==> src/rtl/matrix_parity_codec.sv <==
module matrix_parity_codec #(
  parameter int ROWS = 4,
  parameter int COLS = 4
) (
  input  logic                 clk,
  input  logic                 rst_n,
  input  logic                 enc_in_valid,
  output logic                 enc_in_ready,
  input  logic [COLS-1:0]      enc_in_data,
  output logic                 enc_out_valid,
  input  logic                 enc_out_ready,
  output logic [COLS:0]        enc_out_data,
  output logic                 enc_out_sob,
  output logic                 enc_out_eob,
  input  logic                 chk_in_valid,
  input  logic [COLS:0]        chk_in_row,
  output logic                 chk_done,
  output logic                 chk_error,
  output logic                 chk_corrected,
  output logic                 chk_uncorrectable,
  output logic                 chk_corner_mismatch,
  output logic [ROWS*COLS-1:0] chk_data
);
  localparam int CW = $clog2(ROWS + 1);
  localparam logic [CW-1:0] LAST = CW'(ROWS);

  logic [CW-1:0]   ecnt;
  logic [COLS-1:0] eacc;
  logic            etail, efire;

  assign etail         = (ecnt == LAST);
  assign enc_in_ready  = enc_out_ready && !etail;
  assign enc_out_valid = etail || enc_in_valid;
  assign enc_out_data  = etail ? {eacc, ^eacc} : {enc_in_data, ^enc_in_data};
  assign enc_out_sob   = (ecnt == '0);
  assign enc_out_eob   = etail;
  assign efire         = enc_out_valid && enc_out_ready;

  always_ff @(posedge clk) begin
    if (!rst_n) begin
      ecnt <= '0;
      eacc <= '0;
    end else if (efire) begin
      if (etail) begin
        ecnt <= '0;
        eacc <= '0;
      end else begin
        ecnt <= ecnt + 1'b1;
        eacc <= eacc ^ enc_in_data;
      end
    end
  end

  logic [CW-1:0]   ccnt;
  logic [ROWS:0]   rfail, rfail_n;
  logic [COLS:0]   cacc;
  logic [COLS-1:0] store [ROWS];
  logic            single, any_fail;

  always_comb begin
    rfail_n = (ccnt == '0) ? '0 : rfail;
    rfail_n[ccnt] = ^chk_in_row;
  end

  always_ff @(posedge clk) begin
    if (!rst_n) begin
      ccnt     <= '0;
      rfail    <= '0;
      cacc     <= '0;
      chk_done <= 1'b0;
    end else if (chk_in_valid) begin
      rfail    <= rfail_n;
      cacc     <= (ccnt == '0) ? chk_in_row : (cacc ^ chk_in_row);
      ccnt     <= (ccnt == LAST) ? '0 : ccnt + 1'b1;
      chk_done <= (ccnt == LAST);
    end
  end

  assign single   = ($countones(rfail) == 1) && ($countones(cacc) == 1);
  assign any_fail = (|rfail) || (|cacc);

  for (genvar r = 0; r < ROWS; r++) begin : g_row
    always_ff @(posedge clk) begin
      if (!rst_n) store[r] <= '0;
      else if (chk_in_valid && ccnt == CW'(r)) store[r] <= chk_in_row[COLS:1];
    end
    assign chk_data[r*COLS +: COLS] =
      store[r] ^ ({COLS{single && rfail[r]}} & cacc[COLS:1]);
  end

  assign chk_error           = chk_done && any_fail;
  assign chk_corrected       = chk_done && single;
  assign chk_uncorrectable   = chk_done && any_fail && !single;
  assign chk_corner_mismatch = chk_done && cacc[0];
endmodule


==> config.mk <==
export PLATFORM = sky130hd
export DESIGN_NAME = matrix_parity_codec
export DESIGN_NICKNAME = d
export VERILOG_FILES = /design/src/rtl/matrix_parity_codec.sv
export SDC_FILE = /design/constraint.sdc
export NUM_CORES = 1
export LEC_CHECK = 0
export ABC_AREA = 1
export BUFFER_PORTS_ARGS = -buffer_cell sky130_fd_sc_hd__buf_2
export CORE_MARGIN = 2
export CORE_UTILIZATION = 30
export CTS_BUF_LIST = sky130_fd_sc_hd__clkbuf_8
export DETAILED_ROUTE_END_ITERATION = 8
export HOLD_SLACK_MARGIN = 0.06
export PLACE_DENSITY = 0.6
export SLEW_MARGIN = 15
export SYNTH_ARGS = -nofsm -noshare
export SYNTH_HDL_FRONTEND = slang
export SYNTH_SLANG_ARGS = --single-unit
==> constraint.sdc <==
create_clock -name clk -period 3.6 [get_ports clk]
set_input_delay 0.54 -clock clk [delete_from_list [all_inputs] [get_ports clk]]
set_output_delay 0.54 -clock clk [all_outputs]
set_load 0.01 [all_outputs]
==> impl_results.md, run 1 <==
- Clock tree from TritonCTS: done
- Routed via count: 2,205
- Met3 Use GR: 3.004%
- Transition time at the pin with the least slew margin: 450.4 ps
- Sequential power share: 49.0%
- Clock network fraction of total power: 27.8%
- Count of TritonRoute iterations in the first routing pass: 4
- Critical-path cell list: inv_1 > fa_1 > fa_1 > inv_1 > ha_1 > nor2_2 > nand4_4 > nor2_4 > nand2_1 > nand2_1 > nand2_1 > buf_2
- Buffers added on ports: 43
- Tightest Hold Check Type: reg -> reg
- Switching share of total power: 31.42%
- Most common cell after layout, fill and taps aside: nand2_1
- Kind of cell adding the most delay to the critical path: adder cells
- Endpoint kind of the worst setup timing path: output pin
- Power spent charging and discharging nets: 0.0003094 W
- Remaining max-slew budget at the tightest pin: 69.65%
- FP Rows: 33
- Post-CTS setup buffer count: 0
- Post-Route Skew: 8.667 ps
- Cell at the root of the clock tree: clkbuf_8
- Number of max-cap violations: 0
- Startpoint class of the critical path: register
- Minimum setup slack in the final design: 238.0 ps
- Wire length of the first global-routing pass: 9190 um
- Antenna cells: 0
- Mean routed wirelength per cell: 11.85 um
- Post-synthesis net count: 365
- Clock latency on the worst-skew pair: 290 ps
- Die extent in y: 95.13 um
- Overall global routing resource usage: 13.35%
- Maximum clock path buffer count: 2
- Total Wirelength: 5758 um
- Congestion Overflow GR: 0
- Number of clock sinks: 37
- Post-cts resize count: 0
- Result of the run: finished, final reports clean
- Number of H-tree levels: 2
- Total of endpoints with negative setup slack in the final report: 0
- Final worst hold slack: 485.6 ps
- Pin count of the biggest net entering global routing: 18
- Crit share post-route: 93.39%
- Top library cells by usage in the layout, fill and taps aside: nand2_1, inv_1, buf_2, nor2_1, dfxtp_1
- Cell taking the most area after synthesis: edfxtp_1
- Fin nets: 409
- Yosys warning total: 0
- Most frequent CP cell: nand2_1
- Portion of synthesized cell area occupied by the leading cell type: 19.29%
- DP HPWL: 4342 um
- Average vias per placed instance: 4.537
- Remaining antenna violation count after routing: 0
- Post-synthesis average cell area: 7.414 sq um
- GR Layer Usage met2: 24.35%
- P_int: 0.0006755 W
- RSZ-0062 raised after global routing: no
- Critical Path AT: 2820 ps
- Layer with the highest usage after global routing: met2
- Area enclosed by the die boundary: 9049 sq um
- Post-Place Setup Slack: 529.4 ps
- Number of buffer and inverter stages on the critical path: 3
- Highest Clock Rate: 0.2974 GHz
- Antenna violations before repair: 0
- Fraction of final layout cells with drive strength greater than 1: 17.85%
- Power share of the combinational group: 23.2%
- CP max stage cell: fa_1
- Clock transition time at the flip-flop clock pins of the worst setup and hold paths: 70 ps
- Highest cell delay on the worst timing path: 500 ps
- Number of library cell types mapped by synthesis: 31
- PwrDens: 341.1 nW/um^2
- Maximum fanout encountered on the critical timing path: 8
- Startpoint of the lowest-slack register-to-register path: ccnt[1]
- Endpoint required time on the critical path: 3060 ps
- Number of ports placed on the die boundary: 44
- Die outline width: 95.13 um
- Final core utilization: 35.50%
- Pins over their slew limit: 0
- Number of buffers created by CTS: 5
- Synthesis-to-finish area growth: 15.92%
- Sequential share of the synthesized area: 36.16%
- Placeable Area: 8134 sq um
- Maximum ir drop on the vdd rail: 0.1197 mV
- Number of global-route vias before repair: 1,982
- Leakage: 1.419 nW
- Number of endpoints with negative hold slack in the final report: 0
- Met1 layer usage reported by global route: 15.19%
- Initial DRC Count: 151
- Number of remaining DRC errors: 0
- Final-layout setup total negative slack: 0 ps
- Combined area of all synthesized cells: 2491 sq um
- Area contributors post-synth: edfxtp_1, dfxtp_1, nand2_1
- Hold-fix buffers at CTS: 0
- Startpoint-to-endpoint class of the critical path: reg -> out
- RD Place Congestion: 0.8177
- Flip-flop and latch count after synthesis: 37
- Initial core utilization: 30.63%
- Final min period: 3362 ps
- Startpoint of the most critical hold path: ecnt[1]
- Post-Syn Instances: 336
- Startpoint of the most critical setup path: cacc[0]
## layout make-up
type | count | area [sq um]
clock inverters | 3 | 11.26
well taps | 105 | 131.4
fillers | 839 | 5246
flip-flops and latches | 37 | 900.9
multi-input cells | 235 | 1331
inverters | 55 | 206.4
clock buffers | 5 | 68.82
repair buffers | 46 | 237.7
## worst reg2reg max path: stages (launching register included)
cell,delay [ps]
dfxtp_1,360
inv_1,160
ha_1,190
inv_1,70
nor2_4,190
nand2_4,120
nand2_1,220
## power by group through the flow
stage / clock, W / combinational, W / sequential (W)
final: 0.000273 / 0.000229 / 0.000483
after global routing: 0.000297 / 0.000260 / 0.000486
after global placement: 0 / 0.000226 / 0.000491
after floorplan: 0 / 0.000168 / 0.000485
after detailed placement: 0 / 0.000230 / 0.000492
after CTS: 0.000280 / 0.000231 / 0.000483
## stage by stage
| stage | cell area, sq um | instances | power, W |
|---|---|---|---|
| 5_1_grt | 2888 | 486 | 0.001043 |
| 4_1_cts | 2888 | 486 | 0.0009936 |
| 3_5_place_dp | 2808 | 478 | 0.0007218 |
| 2_1_floorplan | 2491 | 336 | 0.0006533 |
| 3_3_place_gp | 2808 | 478 | 0.0007162 |
| 6_report | 2888 | 486 | 0.0009849 |
## path summary, 6_finish.rpt
check                 to  slack, ps  cells past startpoint
min reg2reg      ecnt[1]        490                      2
max reg2reg  store[0][2]       1980                      6
max          chk_data[6]        240                     12
min              ecnt[1]        490                      2
## routing by layer
metal  part of all wire [%]  vias up
li1                       -     1148
met1                     45     1013
met2                     50       37
met3                    3.5        7
met4                    1.3        0
met5                      0        -
## cell usage after synthesis
| library cell | n |
|---|---|
| dfxtp_1 | 21 |
| clkbuf_1 | 1 |
| nor3_1 | 5 |
| a21oi_1 | 9 |
| nor2_4 | 5 |
| nor4_1 | 4 |
| nand2_2 | 3 |
| nand4_4 | 1 |
| nand4_1 | 3 |
| inv_1 | 51 |
| o21ai_0 | 10 |
| nor2_1 | 26 |
| ha_1 | 11 |
| a21boi_0 | 4 |
| xnor2_1 | 4 |
| xor2_1 | 4 |
| nor2_2 | 3 |
| nand3b_1 | 16 |
| fa_1 | 4 |
| buf_2 | 6 |
| clkinv_1 | 1 |
| buf_4 | 1 |
| o21ai_1 | 5 |
| inv_2 | 3 |
| nand3_1 | 18 |
| edfxtp_1 | 16 |
| nand2_4 | 2 |
| a211oi_1 | 1 |
| buf_6 | 1 |
| nand2_1 | 96 |
| o2111a_1 | 1 |
## registers in the layout, indices dropped and copies added (netlist names)
name,count
rfail,5
eacc,4
ccnt,3
store,16
chk_done,1
ecnt,3
cacc,5
## logic make-up after synthesis
kind of cell / synth area share [%]
buf+inv: 10.40
compound gates: 6.780
simple gates: 35.11
fa+ha+maj: 8.739
xor+xnor: 2.812
flops: 36.16
Power figures use the tool's default switching activity.
==> inputs of run 2 (changes only) <==
==> constraint.sdc (replaced) <==
create_clock -name clk -period 3.6 [get_ports clk]
set_input_delay 0 -clock clk [delete_from_list [all_inputs] [get_ports clk]]
set_output_delay 0 -clock clk [all_outputs]
set_load 0.01 [all_outputs]
==> run 2 against run 1 <==
Final area grew 1.9%. Final cell count rose by 0.82%. Worst setup slack better by 240 ps. Worst hold slack worse by 370 ps. Critical endpoint is now chk_data[10]. Total power rose by 1.7%. Highest routed layer unchanged. Register-to-register slack improved by 20 ps. Sequential share of layout area is 0.57 points lower.
==> impl_results.md, run 2 (same netlist as run 1, synthesis figures left out) <==
- Pin count of the biggest net entering global routing: 18
- Remaining max-slew budget at the tightest pin: 65.94%
- Power share of the combinational group: 22.5%
- Sequential power share: 48.8%
- Post-cts resize count: 0
- Number of remaining DRC errors: 0
- Max FFs per register: 16
- Transition time at the pin with the least slew margin: 505.6 ps
- Total of endpoints with negative setup slack in the final report: 0
- Placeable Area: 8134 sq um
- Power spent charging and discharging nets: 0.0003194 W
- Wire length of the first global-routing pass: 9673 um
- Critical Path AT: 3120 ps
- Total Wirelength: 5909 um
- Post-Route Skew: 8.047 ps
- Startpoint-to-endpoint class of the critical path: reg -> out
- Final-layout setup total negative slack: 0 ps
- Fill cell instance count of the final layout: 869
- Mean routed wirelength per cell: 12.06 um
- Remaining antenna violation count after routing: 0
- Startpoint class of the critical path: register
- Number of max-cap violations: 0
- Maximum clock path buffer count: 2
- PwrDens: 340.4 nW/um^2
- Maximum ir drop on the vdd rail: 0.1611 mV
- Endpoint kind of the worst setup timing path: output pin
- Buffers added on ports: 43
- DP HPWL: 4475 um
- Tightest Hold Check Type: in -> reg
- Area of all placed cells without fillers: 2942 sq um
- Leakage: 1.429 nW
- CP max stage cell: dfxtp_1
- FP Rows: 33
- Highest cell delay on the worst timing path: 590 ps
- Crit share post-route: 86.72%
- Clock latency on the worst-skew pair: 290 ps
- Critical-path cell list: inv_1 > fa_1 > fa_1 > inv_1 > ha_1 > nor2_2 > nand4_4 > nor2_4 > nand2_1 > nand2_1 > nand2_1 > buf_2
- Number of global-route vias before repair: 2,044
- Cell Area, Placed: 2785 sq um
- Fraction of final layout cells with drive strength greater than 1: 17.40%
- Most common cell after layout, fill and taps aside: nand2_1
- Maximum fanout encountered on the critical timing path: 10
- Post-Place Setup Slack: 747.2 ps
- Synthesis-to-finish area growth: 18.08%
- Overall power after layout: 0.001001 W
- Endpoint required time on the critical path: 3600 ps
- Number of H-tree levels: 2
- Final core utilization: 36.16%
- Antenna violations before repair: 0
- Top library cells by usage in the layout, fill and taps aside: nand2_1, inv_1, buf_2, nor2_1, dfxtp_1
- P_int: 0.0006821 W
- Largest registers: store (16), cacc (5), rfail (5)
- Number of ports placed on the die boundary: 44
- Number of buffers created by CTS: 5
- Number of endpoints with negative hold slack in the final report: 0
- Top register by number of flip-flops: store
- Count of TritonRoute iterations in the first routing pass: 7
- Routed via count: 2,223
- Clock transition time at the flip-flop clock pins of the worst setup and hold paths: 80 ps
- Number of clock sinks: 37
- Number of buffer and inverter stages on the critical path: 3
- RSZ-0062 raised after global routing: no
- Most frequent CP cell: nand2_1
- Clock tree from TritonCTS: done
- Overall global routing resource usage: 14.00%
- Average vias per placed instance: 4.537
- Area enclosed by the die boundary: 9049 sq um
- Result of the run: finished, final reports clean
- Fin nets: 413
- Die outline width: 95.13 um
- Die extent in y: 95.13 um
- Clock network fraction of total power: 28.6%
- Pins over their slew limit: 0
- Highest Clock Rate: 0.3203 GHz
- Cell at the root of the clock tree: clkbuf_8
- Final min period: 3122 ps
- RD Place Congestion: 0.8778
- Minimum setup slack in the final design: 478.1 ps
- Antenna cells: 0
- Kind of cell adding the most delay to the critical path: adder cells
- Initial DRC Count: 144
- Congestion Overflow GR: 0
- Initial core utilization: 30.63%
- Switching share of total power: 31.89%
-- run 2: final timing paths --
check / startpoint / endpoint / slack [ps] / cells past startpoint
worst max register to register: ccnt[1] / rfail[2] / 2000 / 9
worst max-delay path: cacc[1] / chk_data[10] / 480 / 12
worst min register to register: ecnt[1] / ecnt[1] / 480 / 2
worst min-delay path: rst_n / ecnt[0] / 120 / 3
-- run 2: metrics by stage --
stage                     std cells  hold slack, ps
final                           490           116.9
after global placement          475           280.6
after CTS                       490           111.1
after detailed placement        475           288.3
after floorplan                 336           110.7
after global routing            490           137.3
-- run 2: worst min-delay path: stages --
cell     delay, ps
buf_2          210
o21ai_0        110
a21oi_1         50
-- run 2: routing by layer --
layer  track usage, %  wire [um]
met2            23.94       2864
met3            2.846        255
met4            5.676        150
met1            17.13       2638
met5                0          0
-- run 2: layout make-up --
cell class                      count  area (sq um)  area share, %
Multi-Input combinational cell    235          1331          45.26
Inverter                           55         206.4          7.018
Clock buffer                        5         68.82          2.339
Timing Repair Buffer               50         285.3          9.698
Clock inverter                      3         17.52         0.5955
Tap cell                          105         131.4          4.466
Sequential cell                    37         900.9          30.63
-- run 2: power by group through the flow --
stage	clock network, W	registers [W]	logic [W]
2_1_floorplan	0	0.000485	0.000168
3_3_place_gp	0	0.000498	0.000216
3_5_place_dp	0	0.000499	0.000220
4_1_cts	0.000297	0.000490	0.000227
5_1_grt	0.000311	0.000494	0.000257
6_report	0.000287	0.000489	0.000225
-- run 2: what timing repair did --
| action | in CTS | in global routing |
|---|---|---|
| buffers inserted | 0 | 0 |
| hold endpoints to repair | 7 | 0 |
| hold buffers | 7 | 0 |
| endpoints found under the setup margin | 0 | 0 |
==> inputs of run 3 (changes only) <==
BUFFER_PORTS_ARGS = unset   (was -buffer_cell sky130_fd_sc_hd__buf_2)
CELL_PAD_IN_SITES_DETAIL_PLACEMENT = 1   (was unset)
CELL_PAD_IN_SITES_GLOBAL_PLACEMENT = 1   (was unset)
DONT_BUFFER_PORTS = 1   (was unset)
PLACE_DENSITY = 0.68   (was 0.6)
==> run 3 against run 2 <==
Sequential cell count did not move. First-iteration DRC count fell by 68%. Largest power group unchanged. Utilization fell by 0.45 points. Highest routed layer unchanged. Largest cell class unchanged. Die area did not move. Fmax rose by 1.8%. Worst hold slack got worse by 44 ps. Total power rose by 8.4%. Non-clock buffer count fell by 28. Final area fell by 1.2%. Sequential share of layout area rose by 0.38 points. Clock power rose by 31%.
==> impl_results.md, run 3 (same netlist as run 1, synthesis figures left out) <==
- Fill cell instance count of the final layout: 1,022
- Top library cells by usage in the layout, fill and taps aside: nand2_1, inv_1, nor2_1, dlygate4sd3_1, dfxtp_1
- Number of global-route vias before repair: 2,298
- Critical Path AT: 3070 ps
- Pin count of the biggest net entering global routing: 17
- Wire length on met1: 2945 um
- Fraction of final layout cells with drive strength greater than 1: 7.003%
- Number of buffers created by CTS: 5
- Cell at the root of the clock tree: clkbuf_8
- Number of cells on the worst reg-to-reg path: 9
- Total Wirelength: 6733 um
- Endpoint required time on the critical path: 3600 ps
- Highest Clock Rate: 0.3260 GHz
- Post-CTS setup buffer count: 0
- Clock latency on the worst-skew pair: 300 ps
- Startpoint of the lowest-slack register-to-register path: ecnt[0]
- Hold-fix buffers at CTS: 22
- Area of combinational cells with multiple inputs: 1331 sq um
- Synthesis-to-finish area growth: 16.62%
- Crit share post-route: 85.20%
- Remaining antenna violation count after routing: 0
- Die extent in y: 95.13 um
- Post-Route Skew: 3.854 ps
- Startpoint of the most critical setup path: cacc[1]
- Register area: 900.9 sq um
- Endpoint of the most critical setup path: chk_data[12]
- Placeable Area: 8134 sq um
- Antenna violations before repair: 0
- Total of endpoints with negative setup slack in the final report: 0
- Initial DRC Count: 46
- Maximum clock path buffer count: 2
- RD Place Congestion: 0.7716
- Buffers added on ports: 0
- Number of clock sinks: 37
- Top register by number of flip-flops: store
- Result of the run: finished, final reports clean
- Number of H-tree levels: 2
- Final min period: 3067 ps
- Wire length of the first global-routing pass: 11,300 um
- Final-layout setup total negative slack: 0 ps
- Endpoint of the worst-slack reg-to-reg timing path: ecnt[0]
- RSZ-0062 raised after global routing: no
- Startpoint class of the critical path: register
- Max FFs per register: 16
- Leakage: 1.310 nW
- Area enclosed by the die boundary: 9049 sq um
- Met3 wire length: 293 um
- Transition time at the pin with the least slew margin: 683.4 ps
- PwrDens: 373.5 nW/um^2
- Overall global routing resource usage: 16.22%
- Fin nets: 385
- Antenna cells: 0
- Average vias per placed instance: 4.764
- Clock transition time at the flip-flop clock pins of the worst setup and hold paths: 80 ps
- FP Rows: 33
- Clock tree from TritonCTS: done
- Number of ports placed on the die boundary: 44
- Mean routed wirelength per cell: 14.57 um
- Maximum ir drop on the vdd rail: 0.1862 mV
- Largest registers: store (16), cacc (5), rfail (5)
- Count of TritonRoute iterations in the first routing pass: 4
- Pins over their slew limit: 0
- Tightest Hold Check Type: in -> reg
- Post-cts resize count: 0
- Number of remaining DRC errors: 0
- Remaining max-slew budget at the tightest pin: 54.29%
- Startpoint-to-endpoint class of the critical path: reg -> out
- Die outline width: 95.13 um
- Highest layer used for signal routing: met4
- Endpoint kind of the worst setup timing path: output pin
- Congestion Overflow GR: 0
- Area of all placed cells without fillers: 2905 sq um
- Initial core utilization: 30.63%
- Maximum fanout encountered on the critical timing path: 10
- Routed via count: 2,201
- Cell Area, Placed: 2570 sq um
- Reg-to-reg setup timing slack: 930 ps
- Metal2 WL: 3439 um
- Number of max-cap violations: 0
- DP HPWL: 4924 um
- Number of endpoints with negative hold slack in the final report: 0
- Most common cell after layout, fill and taps aside: nand2_1
## run 3: cell types whose count changed in the layout (fill, tap and decap cells not counted)
cell           delta
buf_2            -43
bufinv_16         +1
clkinv_1          -1
clkinvlp_4        +1
dlygate4sd3_1    +15
clkinv_2          -1
## run 3: worst min path at each step
stage / cells past startpoint / start / endpoint / slack, ps
after floorplan: 2 / enc_out_ready / enc_in_ready / 110
final: 2 / rst_n / store[1][1] / 70
after detailed placement: 1 / chk_in_valid / ccnt[2] / 110
after CTS: 2 / chk_in_valid / store[0][1] / 60
after global placement: 1 / chk_in_valid / ccnt[2] / 100
after global routing: 2 / chk_in_valid / store[0][1] / 70
## run 3: layer usage
layer  global-route usage, %  up-vias
met5                       0        -
met4                   3.261        0
met3                   3.162        5
met2                   29.81       39
met1                   19.56     1060
li1                        -     1097
## run 3: area by class of cell
cell class	count	area share, %
Inverter	55	7.106
Timing Repair Buffer	22	7.580
Multi-Input combinational cell	235	45.82
Sequential cell	37	31.01
Clock inverter	3	1.593
Tap cell	105	4.522
Clock buffer	5	2.369
## run 3: critical path, stage by stage, from the launching register on
cell	delay (ps)
dfxtp_1	570
inv_1	170
fa_1	500
fa_1	370
inv_1	70
ha_1	230
nor2_2	150
nand4_4	220
nor2_4	230
nand2_1	90
nand2_1	70
nand2_1	100
## run 3: metrics by stage
step / utilization [%] / hold slack, ps / total power [W] / setup slack [ps] / std cells
6_report: 35.72 / 72.87 / 0.001085 / 532.8 / 462
5_1_grt: 35.72 / 70.13 / 0.001145 / 280.6 / 462
4_1_cts: 35.72 / 62.46 / 0.001097 / 473.7 / 462
3_5_place_dp: 31.60 / 106.0 / 0.0006924 / 799.5 / 432
3_3_place_gp: 31.60 / 101.0 / 0.0006856 / 918.6 / 432
2_1_floorplan: - / 110.7 / 0.0006533 / 1247 / 336
## run 3: report_power, final
| group | switching, W | total, W | internal (W) |
|---|---|---|---|
| Sequential | 0.0000259 | 0.000490 | 0.000464 |
| Combinational | 0.000141 | 0.000220 | 0.0000793 |
| Clock | 0.000168 | 0.000375 | 0.000207 |
| Total | 0.000334 | 0.00109 | 0.000751 |
